**src/rtl/dma_copy_pkg.sv**
```systemverilog
package dma_copy_pkg;

    localparam int MAX_LOG   = 6;
    localparam int LOG_W     = $clog2(MAX_LOG + 1);
    localparam int BUF_BYTES = 1 << MAX_LOG;
    localparam int LEN_W     = MAX_LOG + 1;

    typedef struct packed {
        logic [3:0]  rd_sz;
        logic [3:0]  wr_sz;
        logic [20:0] rsvd_hi;
        logic        rpt;
        logic [1:0]  rsvd_lo;
    } cfg_t;

    typedef enum logic [2:0] {
        S_IDLE,
        S_EVAL,
        S_RD,
        S_WR
    } state_t;

    function automatic logic [LOG_W-1:0] cap_log(input logic [3:0] f);
        if (f > 4'(MAX_LOG)) return LOG_W'(MAX_LOG);
        return f[LOG_W-1:0];
    endfunction

endpackage

```
**src/rtl/dcc_chunk_calc.sv**
```systemverilog
module dcc_chunk_calc
    import dma_copy_pkg::*;
#(
    parameter int CNT_W = 32
) (
    input  logic [3:0]       size_field,
    input  logic [CNT_W-1:0] remaining,
    output logic [LEN_W-1:0] chunk_len
);
    logic [LOG_W-1:0] lg;
    logic [LEN_W-1:0] csize;

    always_comb begin
        lg    = cap_log(size_field);
        csize = LEN_W'(1) << lg;
        if (remaining >= {{(CNT_W-LEN_W){1'b0}}, csize})
            chunk_len = csize;
        else
            chunk_len = remaining[LEN_W-1:0];
    end
endmodule

```
**src/rtl/dcc_stage_buf.sv**
```systemverilog
module dcc_stage_buf
    import dma_copy_pkg::*;
(
    input  logic                   clk,
    input  logic                   rst,
    input  logic                   load,
    input  logic [8*BUF_BYTES-1:0] d,
    output logic [8*BUF_BYTES-1:0] q
);
    for (genvar k = 0; k < BUF_BYTES; k++) begin : g_lane
        always_ff @(posedge clk) begin
            if (rst)       q[8*k +: 8] <= '0;
            else if (load) q[8*k +: 8] <= d[8*k +: 8];
        end
    end

    // staging content only changes on a read acknowledge
    p_buf_hold_r8: assert property (@(posedge clk) disable iff (rst)
        !load |=> $stable(q));
endmodule

```
**src/rtl/dma_chunk_copier.sv**
```systemverilog
module dma_chunk_copier
    import dma_copy_pkg::*;
#(
    parameter int ADDR_W = 32,
    parameter int CNT_W  = 32
) (
    input  logic                   clk,
    input  logic                   rst,
    input  logic                   start_i,
    input  logic [31:0]            cfg_i,
    input  logic [CNT_W-1:0]       len_i,
    input  logic [ADDR_W-1:0]      dst_i,
    input  logic [ADDR_W-1:0]      src_i,
    output logic                   busy_o,
    output logic                   run_o,
    output logic                   done_o,
    output logic                   err_o,
    output logic [31:0]            exec_cfg_o,
    output logic [CNT_W-1:0]       exec_len_o,
    output logic [ADDR_W-1:0]      exec_dst_o,
    output logic [ADDR_W-1:0]      exec_src_o,
    output logic                   rd_req_o,
    output logic [ADDR_W-1:0]      rd_addr_o,
    output logic [LEN_W-1:0]       rd_len_o,
    input  logic                   rd_ack_i,
    input  logic [8*BUF_BYTES-1:0] rd_data_i,
    output logic                   wr_req_o,
    output logic [ADDR_W-1:0]      wr_addr_o,
    output logic [LEN_W-1:0]       wr_len_o,
    output logic [8*BUF_BYTES-1:0] wr_data_o,
    input  logic                   wr_ack_i
);
    state_t            state;
    cfg_t              hold_cfg, exec_cfg;
    logic [CNT_W-1:0]  hold_len, exec_len;
    logic [ADDR_W-1:0] hold_dst, hold_src, exec_dst, exec_src;
    logic              run_q, done_q, err_q;
    logic [LEN_W-1:0]  chunk_len;
    logic [ADDR_W-1:0] chunk_a;
    logic [CNT_W-1:0]  chunk_c;
    logic              mismatch, last_chunk, buf_load;

    dcc_chunk_calc #(.CNT_W(CNT_W)) u_calc (
        .size_field (exec_cfg.wr_sz),
        .remaining  (exec_len),
        .chunk_len  (chunk_len)
    );

    assign buf_load = (state == S_RD) && rd_ack_i;

    dcc_stage_buf u_buf (
        .clk  (clk),
        .rst  (rst),
        .load (buf_load),
        .d    (rd_data_i),
        .q    (wr_data_o)
    );

    assign chunk_a    = {{(ADDR_W-LEN_W){1'b0}}, chunk_len};
    assign chunk_c    = {{(CNT_W-LEN_W){1'b0}}, chunk_len};
    assign mismatch   = hold_cfg.rd_sz != hold_cfg.wr_sz;
    assign last_chunk = chunk_c == exec_len;

    always_ff @(posedge clk) begin
        if (rst) begin
            state    <= S_IDLE;
            hold_cfg <= '0;
            hold_len <= '0;
            hold_dst <= '0;
            hold_src <= '0;
            exec_cfg <= '0;
            exec_len <= '0;
            exec_dst <= '0;
            exec_src <= '0;
            run_q    <= 1'b0;
            done_q   <= 1'b0;
            err_q    <= 1'b0;
        end else begin
            unique case (state)
                S_IDLE: if (start_i) begin
                    hold_cfg <= cfg_t'(cfg_i);
                    hold_len <= len_i;
                    hold_dst <= dst_i;
                    hold_src <= src_i;
                    run_q    <= 1'b1;
                    done_q   <= 1'b0;
                    err_q    <= 1'b0;
                    state    <= S_EVAL;
                end
                S_EVAL: begin
                    if (hold_len == '0) begin
                        done_q <= 1'b1;
                        run_q  <= 1'b0;
                        state  <= S_IDLE;
                    end else if (mismatch) begin
                        err_q  <= 1'b1;
                        state  <= S_IDLE;
                    end else begin
                        exec_cfg <= hold_cfg;
                        exec_len <= hold_len;
                        exec_dst <= hold_dst;
                        exec_src <= hold_src;
                        state    <= S_RD;
                    end
                end
                S_RD: if (rd_ack_i) state <= S_WR;
                S_WR: if (wr_ack_i) begin
                    if (last_chunk) begin
                        if (hold_cfg.rpt) begin
                            exec_len <= hold_len;
                            exec_dst <= hold_dst;
                            exec_src <= hold_src;
                        end else begin
                            exec_len <= '0;
                            exec_dst <= exec_dst + chunk_a;
                            exec_src <= exec_src + chunk_a;
                        end
                        done_q <= 1'b1;
                        run_q  <= 1'b0;
                        state  <= S_IDLE;
                    end else begin
                        exec_len <= exec_len - chunk_c;
                        exec_dst <= exec_dst + chunk_a;
                        exec_src <= exec_src + chunk_a;
                        state    <= S_RD;
                    end
                end
                default: state <= S_IDLE;
            endcase
        end
    end

    assign busy_o     = state != S_IDLE;
    assign run_o      = run_q;
    assign done_o     = done_q;
    assign err_o      = err_q;
    assign exec_cfg_o = exec_cfg;
    assign exec_len_o = exec_len;
    assign exec_dst_o = exec_dst;
    assign exec_src_o = exec_src;
    assign rd_req_o   = state == S_RD;
    assign rd_addr_o  = exec_src;
    assign rd_len_o   = chunk_len;
    assign wr_req_o   = state == S_WR;
    assign wr_addr_o  = exec_dst;
    assign wr_len_o   = chunk_len;

    p_zero_done_r3: assert property (@(posedge clk) disable iff (rst)
        (state == S_EVAL && hold_len == '0) |=>
            (done_o && !run_o && !busy_o && $stable(exec_len_o)));

    p_size_err_r4: assert property (@(posedge clk) disable iff (rst)
        (state == S_EVAL && hold_len != '0 && mismatch) |=>
            (err_o && !done_o && run_o && !busy_o));

    p_req_len_r5: assert property (@(posedge clk) disable iff (rst)
        rd_req_o |-> (rd_len_o != '0 && rd_len_o <= LEN_W'(BUF_BYTES)));

    p_src_adv_r7: assert property (@(posedge clk) disable iff (rst)
        (wr_req_o && wr_ack_i && !(last_chunk && hold_cfg.rpt)) |=>
            (exec_src_o == $past(exec_src_o) + $past(chunk_a)));

    p_one_access_r8: assert property (@(posedge clk) disable iff (rst)
        !(rd_req_o && wr_req_o));

    p_done_run_r10: assert property (@(posedge clk) disable iff (rst)
        $rose(done_o) |-> (!run_o && !busy_o));

    p_busy_start_r11: assert property (@(posedge clk) disable iff (rst)
        (busy_o && start_i) |=> (state != S_EVAL));
endmodule

```
**config.mk**
```make
export PLATFORM = sky130hd
export DESIGN_NAME = dma_chunk_copier
export DESIGN_NICKNAME = d
export VERILOG_FILES = /design/src/rtl/dma_copy_pkg.sv /design/src/rtl/dcc_chunk_calc.sv /design/src/rtl/dcc_stage_buf.sv /design/src/rtl/dma_chunk_copier.sv
export SDC_FILE = /design/constraint.sdc
export NUM_CORES = 2
export LEC_CHECK = 0
export ABC_AREA = 1
export BUFFER_PORTS_ARGS = -buffer_cell sky130_fd_sc_hd__buf_2
export CORE_AREA = 2 2 529 531
export DETAILED_ROUTE_END_ITERATION = 10
export DIE_AREA = 0 0 531 533
export GPL_ROUTABILITY_DRIVEN = 1
export HOLD_SLACK_MARGIN = 0.06
export PLACE_DENSITY_LB_ADDON = 0.1
export SKIP_CTS_REPAIR_TIMING = 1
export SLEW_MARGIN = 40
export SYNTH_ARGS = -nofsm -noshare
export SYNTH_HDL_FRONTEND = slang
export SYNTH_SLANG_ARGS = --single-unit
```
**constraint.sdc**
```tcl
create_clock -name clk -period 5.5 [get_ports clk]
set_input_delay 0.275 -clock clk [delete_from_list [all_inputs] [get_ports clk]]
set_output_delay 0.275 -clock clk [all_outputs]
set_load 0.01 [all_outputs]
```
**Word-level counts from Yosys, hierarchy flattened**

Cells that the tools add are included.

- Output and inout port bits: 724
- Register bits: 774
- Word-level logic and storage cells: 160

- Eq/ne operators: 13
- Bitwise logic cells: 2
- Add/subtract/negate cells: 3
- Magnitude comparators: 2
- Reductions and logical operators: 13
- Shifts and indexed selects: 1
- Mux-type cells: 42

Operator list:

| kind | number |
|---|---|
| 32-bit two-way mux | 15 |
| 32-bit one-hot mux with 2 select lines | 3 |
| 32-bit by 7-bit adder with 32-bit output | 2 |
| 7-bit by 32-bit == test with 1-bit output | 1 |
| 32-bit by 7-bit >= comparator with 1-bit output | 1 |
| 32-bit logical NOT | 1 |
| 32-bit by 7-bit subtractor with 32-bit output | 1 |
| 3-bit two-way mux | 5 |
| 3-bit one-hot mux with 4 select lines | 1 |
| 1-bit two-way mux | 11 |
| 2-bit inequality test (second input constant) | 5 |
| 4-bit AND reduction | 2 |
| 7-bit two-way mux | 1 |
| 1-bit by 3-bit left shift with 7-bit output (first input constant) | 1 |
| 3-bit by 2-bit == test with 1-bit output (second input constant) | 2 |
| 2-bit two-way mux | 3 |
| 2-bit by 1-bit inequality test with 1-bit output (second input constant) | 3 |
| 1-bit one-hot mux with 3 select lines | 2 |
| 3-bit AND reduction | 2 |
| 3-bit nonzero test | 2 |
| 5-bit AND reduction | 1 |
| 4-bit by 3-bit greater-than comparator with 1-bit output (second input constant) | 1 |
| 4-bit inequality test | 1 |
| 2-bit nonzero test | 2 |
| 6 further kinds | 7 |

**Logic depth before layout (Yosys ltp)**

- Depth in word-level cells: 11
- Gate-level depth with buffers: 30
- Gate-level depth less buffers: 29

**Cells and area by module**

A second synthesis with hierarchy kept.

- Cells, all modules: 5487
- Area, all modules: 35283.8 um2

Modules (own cells, without submodules):

| module | cells an instance | times used | area an instance (um2) | sequential area each (um2) |
|---|---|---|---|---|
| dcc_stage_buf | 3243 | 1 | 20721.1 | 10249.8 |
| dma_chunk_copier | 2148 | 1 | 14098.5 | 5225.0 |
| dcc_chunk_calc | 96 | 1 | 464.2 | 0.0 |

**Worst setup path after synthesis**

OpenSTA, ideal clock, no wires.

- Path kind: register -> register
- Start point: register exec_cfg, in the netlist exec_cfg_o[26]
- End point: register exec_len[22] (netlist: exec_len_o[22])
- Setup slack: 0.839 ns
- Stages on the path, launching flop included: 27
- Setup time: 0.119 ns
- Arrival time: 4.541 ns
- Cell sequence: dfxtp_1 > nor2_1 > nor2_1 > inv_1 > ha_1 > or2_2 > a21oi_1 > nand2_2 > nor2_4 > nand2_4 > clkbuf_1 > o21ai_0 > inv_1 > fa_1 > nand2_1 > inv_1 > o21a_1 > nor2_1 > o21ai_0 > a21oi_4 > nand2_2 > nor3_2 > nand2_1 > nand2_1 > nand2_1 > nand2_1 > a21oi_1

- Word-level cells in the longest chain between the ends: 10
- Elaborated cells between the ends (all ways): 11
- Those cells by class: add/sub: 1; order compare: 2; eq/ne: 1; shift: 1; mux: 6

RTL lines:

| element | RTL line | text |
|---|---|---|
| start: declaration | dma_chunk_copier.sv:34 | `cfg_t hold_cfg, exec_cfg;` |
| start signal: assignment | dma_chunk_copier.sv:99 | `exec_cfg <= hold_cfg;` |
| 4-bit by 3-bit greater-than comparator with 1-bit output | dma_copy_pkg.sv:24 | `if (f > 4'(MAX_LOG)) return LOG_W'(MAX_LOG);` |
| 1-bit two-way mux | dma_copy_pkg.sv:24 |  |
| 3-bit two-way mux (*) | dma_copy_pkg.sv:25 | `return f[LOG_W-1:0];` |
| 1-bit by 3-bit left shift with 7-bit output (*) | dcc_chunk_calc.sv:15 | `csize = LEN_W'(1) << lg;` |
| 32-bit by 7-bit >= comparator with 1-bit output | dcc_chunk_calc.sv:16 | `if (remaining >= {{(CNT_W-LEN_W){1'b0}}, csize})` |
| 7-bit two-way mux (*) | dcc_chunk_calc.sv:16 |  |
| via rd_len_o[1] | dma_chunk_copier.sv:24 | `output logic [LEN_W-1:0] rd_len_o,` |
| 32-bit by 7-bit subtractor with 32-bit output or 7-bit by 32-bit == test with 1-bit output (tied branches) | dma_chunk_copier.sv:122, dma_chunk_copier.sv:62 |  |
| 32-bit two-way mux (*) | dma_chunk_copier.sv:108 | `if (last_chunk) begin` |
| 32-bit two-way mux (*) | dma_chunk_copier.sv:107 | `S_WR: if (wr_ack_i) begin` |
| 32-bit one-hot mux with 2 select lines (*) | dma_chunk_copier.sv:79 | `unique case (state)` |
| end signal: assignment | dma_chunk_copier.sv:100 | `exec_len <= hold_len;` |
| end signal: assignment | dma_chunk_copier.sv:110 | `exec_len <= hold_len;` |
| end signal: assignment | dma_chunk_copier.sv:122 | `exec_len <= exec_len - chunk_c;` |
| end: declaration | dma_chunk_copier.sv:35 | `logic [CNT_W-1:0] hold_len, exec_len;` |

The timed path passes the listed nets; every way through them passes the cells marked *. The select of a mux whose other input is x is not followed.
A chain may end at the register's enable or synchronous reset.

**Final worst setup path**

- Start point: register exec_cfg, in the netlist exec_cfg_o[26]
- End point: register exec_len[22] (netlist: exec_len_o[22])

- Word-level cells in the longest chain between the ends: 10
- Elaborated cells between the ends (all ways): 11
- Those cells by class: add/sub: 1; order compare: 2; eq/ne: 1; shift: 1; mux: 6

RTL lines:

| element | RTL line |
|---|---|
| 4-bit by 3-bit greater-than comparator with 1-bit output | dma_copy_pkg.sv:24 |
| 1-bit two-way mux | dma_copy_pkg.sv:24 |
| 3-bit two-way mux (*) | dma_copy_pkg.sv:25 |
| 1-bit by 3-bit left shift with 7-bit output (*) | dcc_chunk_calc.sv:15 |
| 32-bit by 7-bit >= comparator with 1-bit output | dcc_chunk_calc.sv:16 |
| 7-bit two-way mux (*) | dcc_chunk_calc.sv:16 |
| 32-bit by 7-bit subtractor with 32-bit output or 7-bit by 32-bit == test with 1-bit output (tied branches) | dma_chunk_copier.sv:122, dma_chunk_copier.sv:62 |
| 32-bit two-way mux (*) | dma_chunk_copier.sv:108 |
| 32-bit two-way mux (*) | dma_chunk_copier.sv:107 |
| 32-bit one-hot mux with 2 select lines (*) | dma_chunk_copier.sv:79 |

Mark *: on every way between the ends. The rest lies on a longest branch, timed or not. The select of a mux whose other input is x is not followed.

==> flow_metrics.py <==
metrics = {
    "outcome": {
        "status": "finished, final reports clean",
    },
    "synthesis": {
        "ys_types": 45,
        "netlist_instances": 4327,
        "async_reset_ff_share_pct": 0,
        "synth-seq-cells": 773,
        "synth_top_area_share_pct": 48.2,
        "synth_edf_count": 0,
        "synth.avg_cell_area_um2": 7.42,
        "synth.most_common_cell": "nand2_1",
        "syn_nets": 5000,
        "yosysTopAreaCell": "dfxtp_1",
        "yosysWarnings": 0,
        "synth_common_cells": "798 x nand2_1, 773 x dfxtp_1, 700 x a21oi_1, 609 x nand3_1, 379 x nor2_1",
        "synth_seq_area_share_pct": 48.2,
        "yosys-top-cells-area": "dfxtp_1 48%, a21oi_1 11%, nand3_1 9.5%, nand2_1 9.3%, nor2_1 4.4%",
        "synth_area_um2": 32100,
        "synth_flop_cell": "dfxtp_1",
    },
    "route": {
        "drtIter0Drc": 2023,
        "dr.pass1.iters": 5,
        "wl_per_cell_um": 24.0,
        "drc": 0,
        "wirelength_um": 241000,
        "routed-via-count": 38087,
        "avgViaCountPerCell": 3.79,
        "ant_nets": 0,
    },
    "place": {
        "port_buffers": 1368,
        "place_area_um2": 42400,
        "hpwl_um": 187000,
        "place_congestion": 0.824,
    },
    "global_route": {
        "grt_first_pass_wirelength_um": 316000,
        "grt_start_max_net_pins": 136,
        "grt_pass1_vias": 34346,
        "grt_usage_pct": 16.2,
        "grt_overflow_total": 0,
        "antenna_found_initial": 123,
    },
    "power": {
        "p_leak_nw": 22.1,
        "p_per_area_nw_per_um2": 365,
        "total_power_mw": 19.6,
        "peakVddDrop_v": 0.000218,
    },
    "finish": {
        "nNetsFinal": 6868,
        "top_register": "u_buf.q",
        "largest_reg_flops": 512,
        "syn_to_final_growth_pct": 67.4,
        "postLayoutCellArea_um2": 53700,
        "nFillCells": 31608,
        "drive_gt1_share_pct": 26.3,
    },
    "timing": {
        "skew_ns": 0.0687,
        "finalHoldViolCount": 0,
        "tightestPinTransition_ns": 0.932,
        "max_freq_mhz": 203,
        "setup_tns_ns": 0,
        "rsz0062_at_grt": "false",
        "maxSlewViolCount": 0,
        "finalCriticalPeriod_ns": 4.93,
        "setup_viol": 0,
        "post-route-period-util_pct": 89.7,
        "maxSlewHeadroom_pct": 37.9,
    },
    "die": {
        "die_area_um2": 283000,
        "fp-row-count": 194,
        "die_w_um": 531,
        "initial_core_util_pct": 11.5,
        "design.core.area_um2": 278000,
        "die_y_um": 533,
        "ios": 1369,
    },
    "clock_network": {
        "tritoncts": "done",
        "htree_levels": 3,
        "numClockSinks": 773,
        "cts_max_path_buffers": 4,
        "root_buffer": "clkbuf_16",
        "cts_made_buffers": 114,
        "clock_latency_ns": 0.87,
        "clk_pin_slew_ns": 0.06,
    },
    "setup_path": {
        "crit_required_ns": 6.26,
        "cp_max_fo": 16,
        "cp_slowest_cell": "dfxtp_1",
        "path_buf_inv": 3,
        "crit_path_end_kind": "flop",
        "max_stage_delay_ns": 0.48,
        "crit_type": "reg -> reg",
        "startpoint_type": "flop",
        "arrival_ns": 5.70,
        "crit_family": "simple AND/OR/NAND/NOR gates",
    },
    "flow_run": {
        "maxCapViolCount": 0,
    },
    "min_path": {
        "hold_class": "in -> reg",
    },
}
==> cells by family after synthesis <==
kind of cell               synth area share, %
AOI/OAI and AO/OA                         15.7
buffers and inverters                     7.94
DFF                                       48.2
adders and majority gates                 1.16
xor gates and xnor gates                 0.928
and+or+nand+nor                           26.1
==> cells in the final DEF (no fill, tap or decap), types with 22 or more instances in the layout <==
master	instances
buf_2	1366
nand2_1	796
dfxtp_1	773
dlygate4sd3_1	734
a21oi_1	700
nand3_1	608
nor2_1	376
o21ai_0	231
inv_1	182
clkbuf_16	116
diode_2	43
buf_4	33
clkbuf_8	32
clkbuf_1	31
nor3_1	27
ha_1	25
nor4_1	23
nand4_1	23
xor2_1	22
==> layout make-up <==
class | instances | area [um^2] | share of cell area (%)
Antenna cell | 43 | 108 | 0.200
Clock buffer | 179 | 3460 | 6.44
Clock inverter | 22 | 318 | 0.592
Inverter | 189 | 722 | 1.34
Multi-Input combinational cell | 2963 | 14100 | 26.3
Sequential cell | 773 | 15500 | 28.8
Tap cell | 3724 | 4660 | 8.68
Timing Repair Buffer | 2154 | 14800 | 27.6
==> power by group <==
| group | leakage (nW) | switching [mW] | internal (mW) |
|---|---|---|---|
| clock | 1.84 | 3.05 | 4.59 |
| sequential | 6.29 | 0.597 | 6.20 |
| combinational | 14.0 | 3.34 | 1.81 |
| total | 22.1 | 6.99 | 12.6 |
==> worst register-to-register path, cell delays in order, from the launching register on <==
cell and delay (ns):
dfxtp_1 0.48, nor2_1 0.09, nor2_1 0.29, inv_1 0.19
ha_1 0.21, or2_2 0.26, a21oi_1 0.15, nand2_2 0.08
nor2_4 0.14, nand2_4 0.15, o21ai_1 0.43, ha_1 0.23
inv_1 0.06, fa_1 0.38, nand2_1 0.07, inv_1 0.05
o21a_1 0.17, nor2_1 0.15, o21ai_0 0.22, a21oi_4 0.37
nand2_2 0.15, nor3_2 0.21, nand3b_1 0.11, nand2_1 0.07
nand2_1 0.05, a21oi_1 0.12
==> routing by layer <==
metal	global-route usage, %	vias to the layer above	wire (um)	share of wire [%]
met5	0	-	414	0.17
met2	28.4	1289	119000	49
met3	5.73	349	16700	6.9
li1	-	18227	-	-
met1	18.6	18158	99100	41
met4	3.48	64	5950	2.5
==> through the flow <==
step | util, % | instances | hold slack (ns) | setup slack, ns
CTS | 16.6 | 9269 | -0.425 | 0.600
detailed placement | 15.3 | 9068 | 0.433 | 0.602
global placement | 15.2 | 9066 | 0.432 | 0.638
global route | 19.3 | 10029 | 0.0860 | 0.0804
floorplan | - | 4327 | 0.410 | 0.839
finish | 19.3 | 10047 | 0.0590 | 0.567
==> worst paths after layout <==
kind,start,cells after the start,slack (ns),end
setup / recovery,exec_cfg_o[26],25,0.57,exec_len_o[22]
hold / removal,rd_data_i[502],3,0.06,u_buf.q[502]
setup reg to reg,exec_cfg_o[26],25,0.57,exec_len_o[22]
hold reg to reg,exec_cfg_o[22],2,0.44,exec_cfg_o[22]
Power figures use the tool's default switching activity.
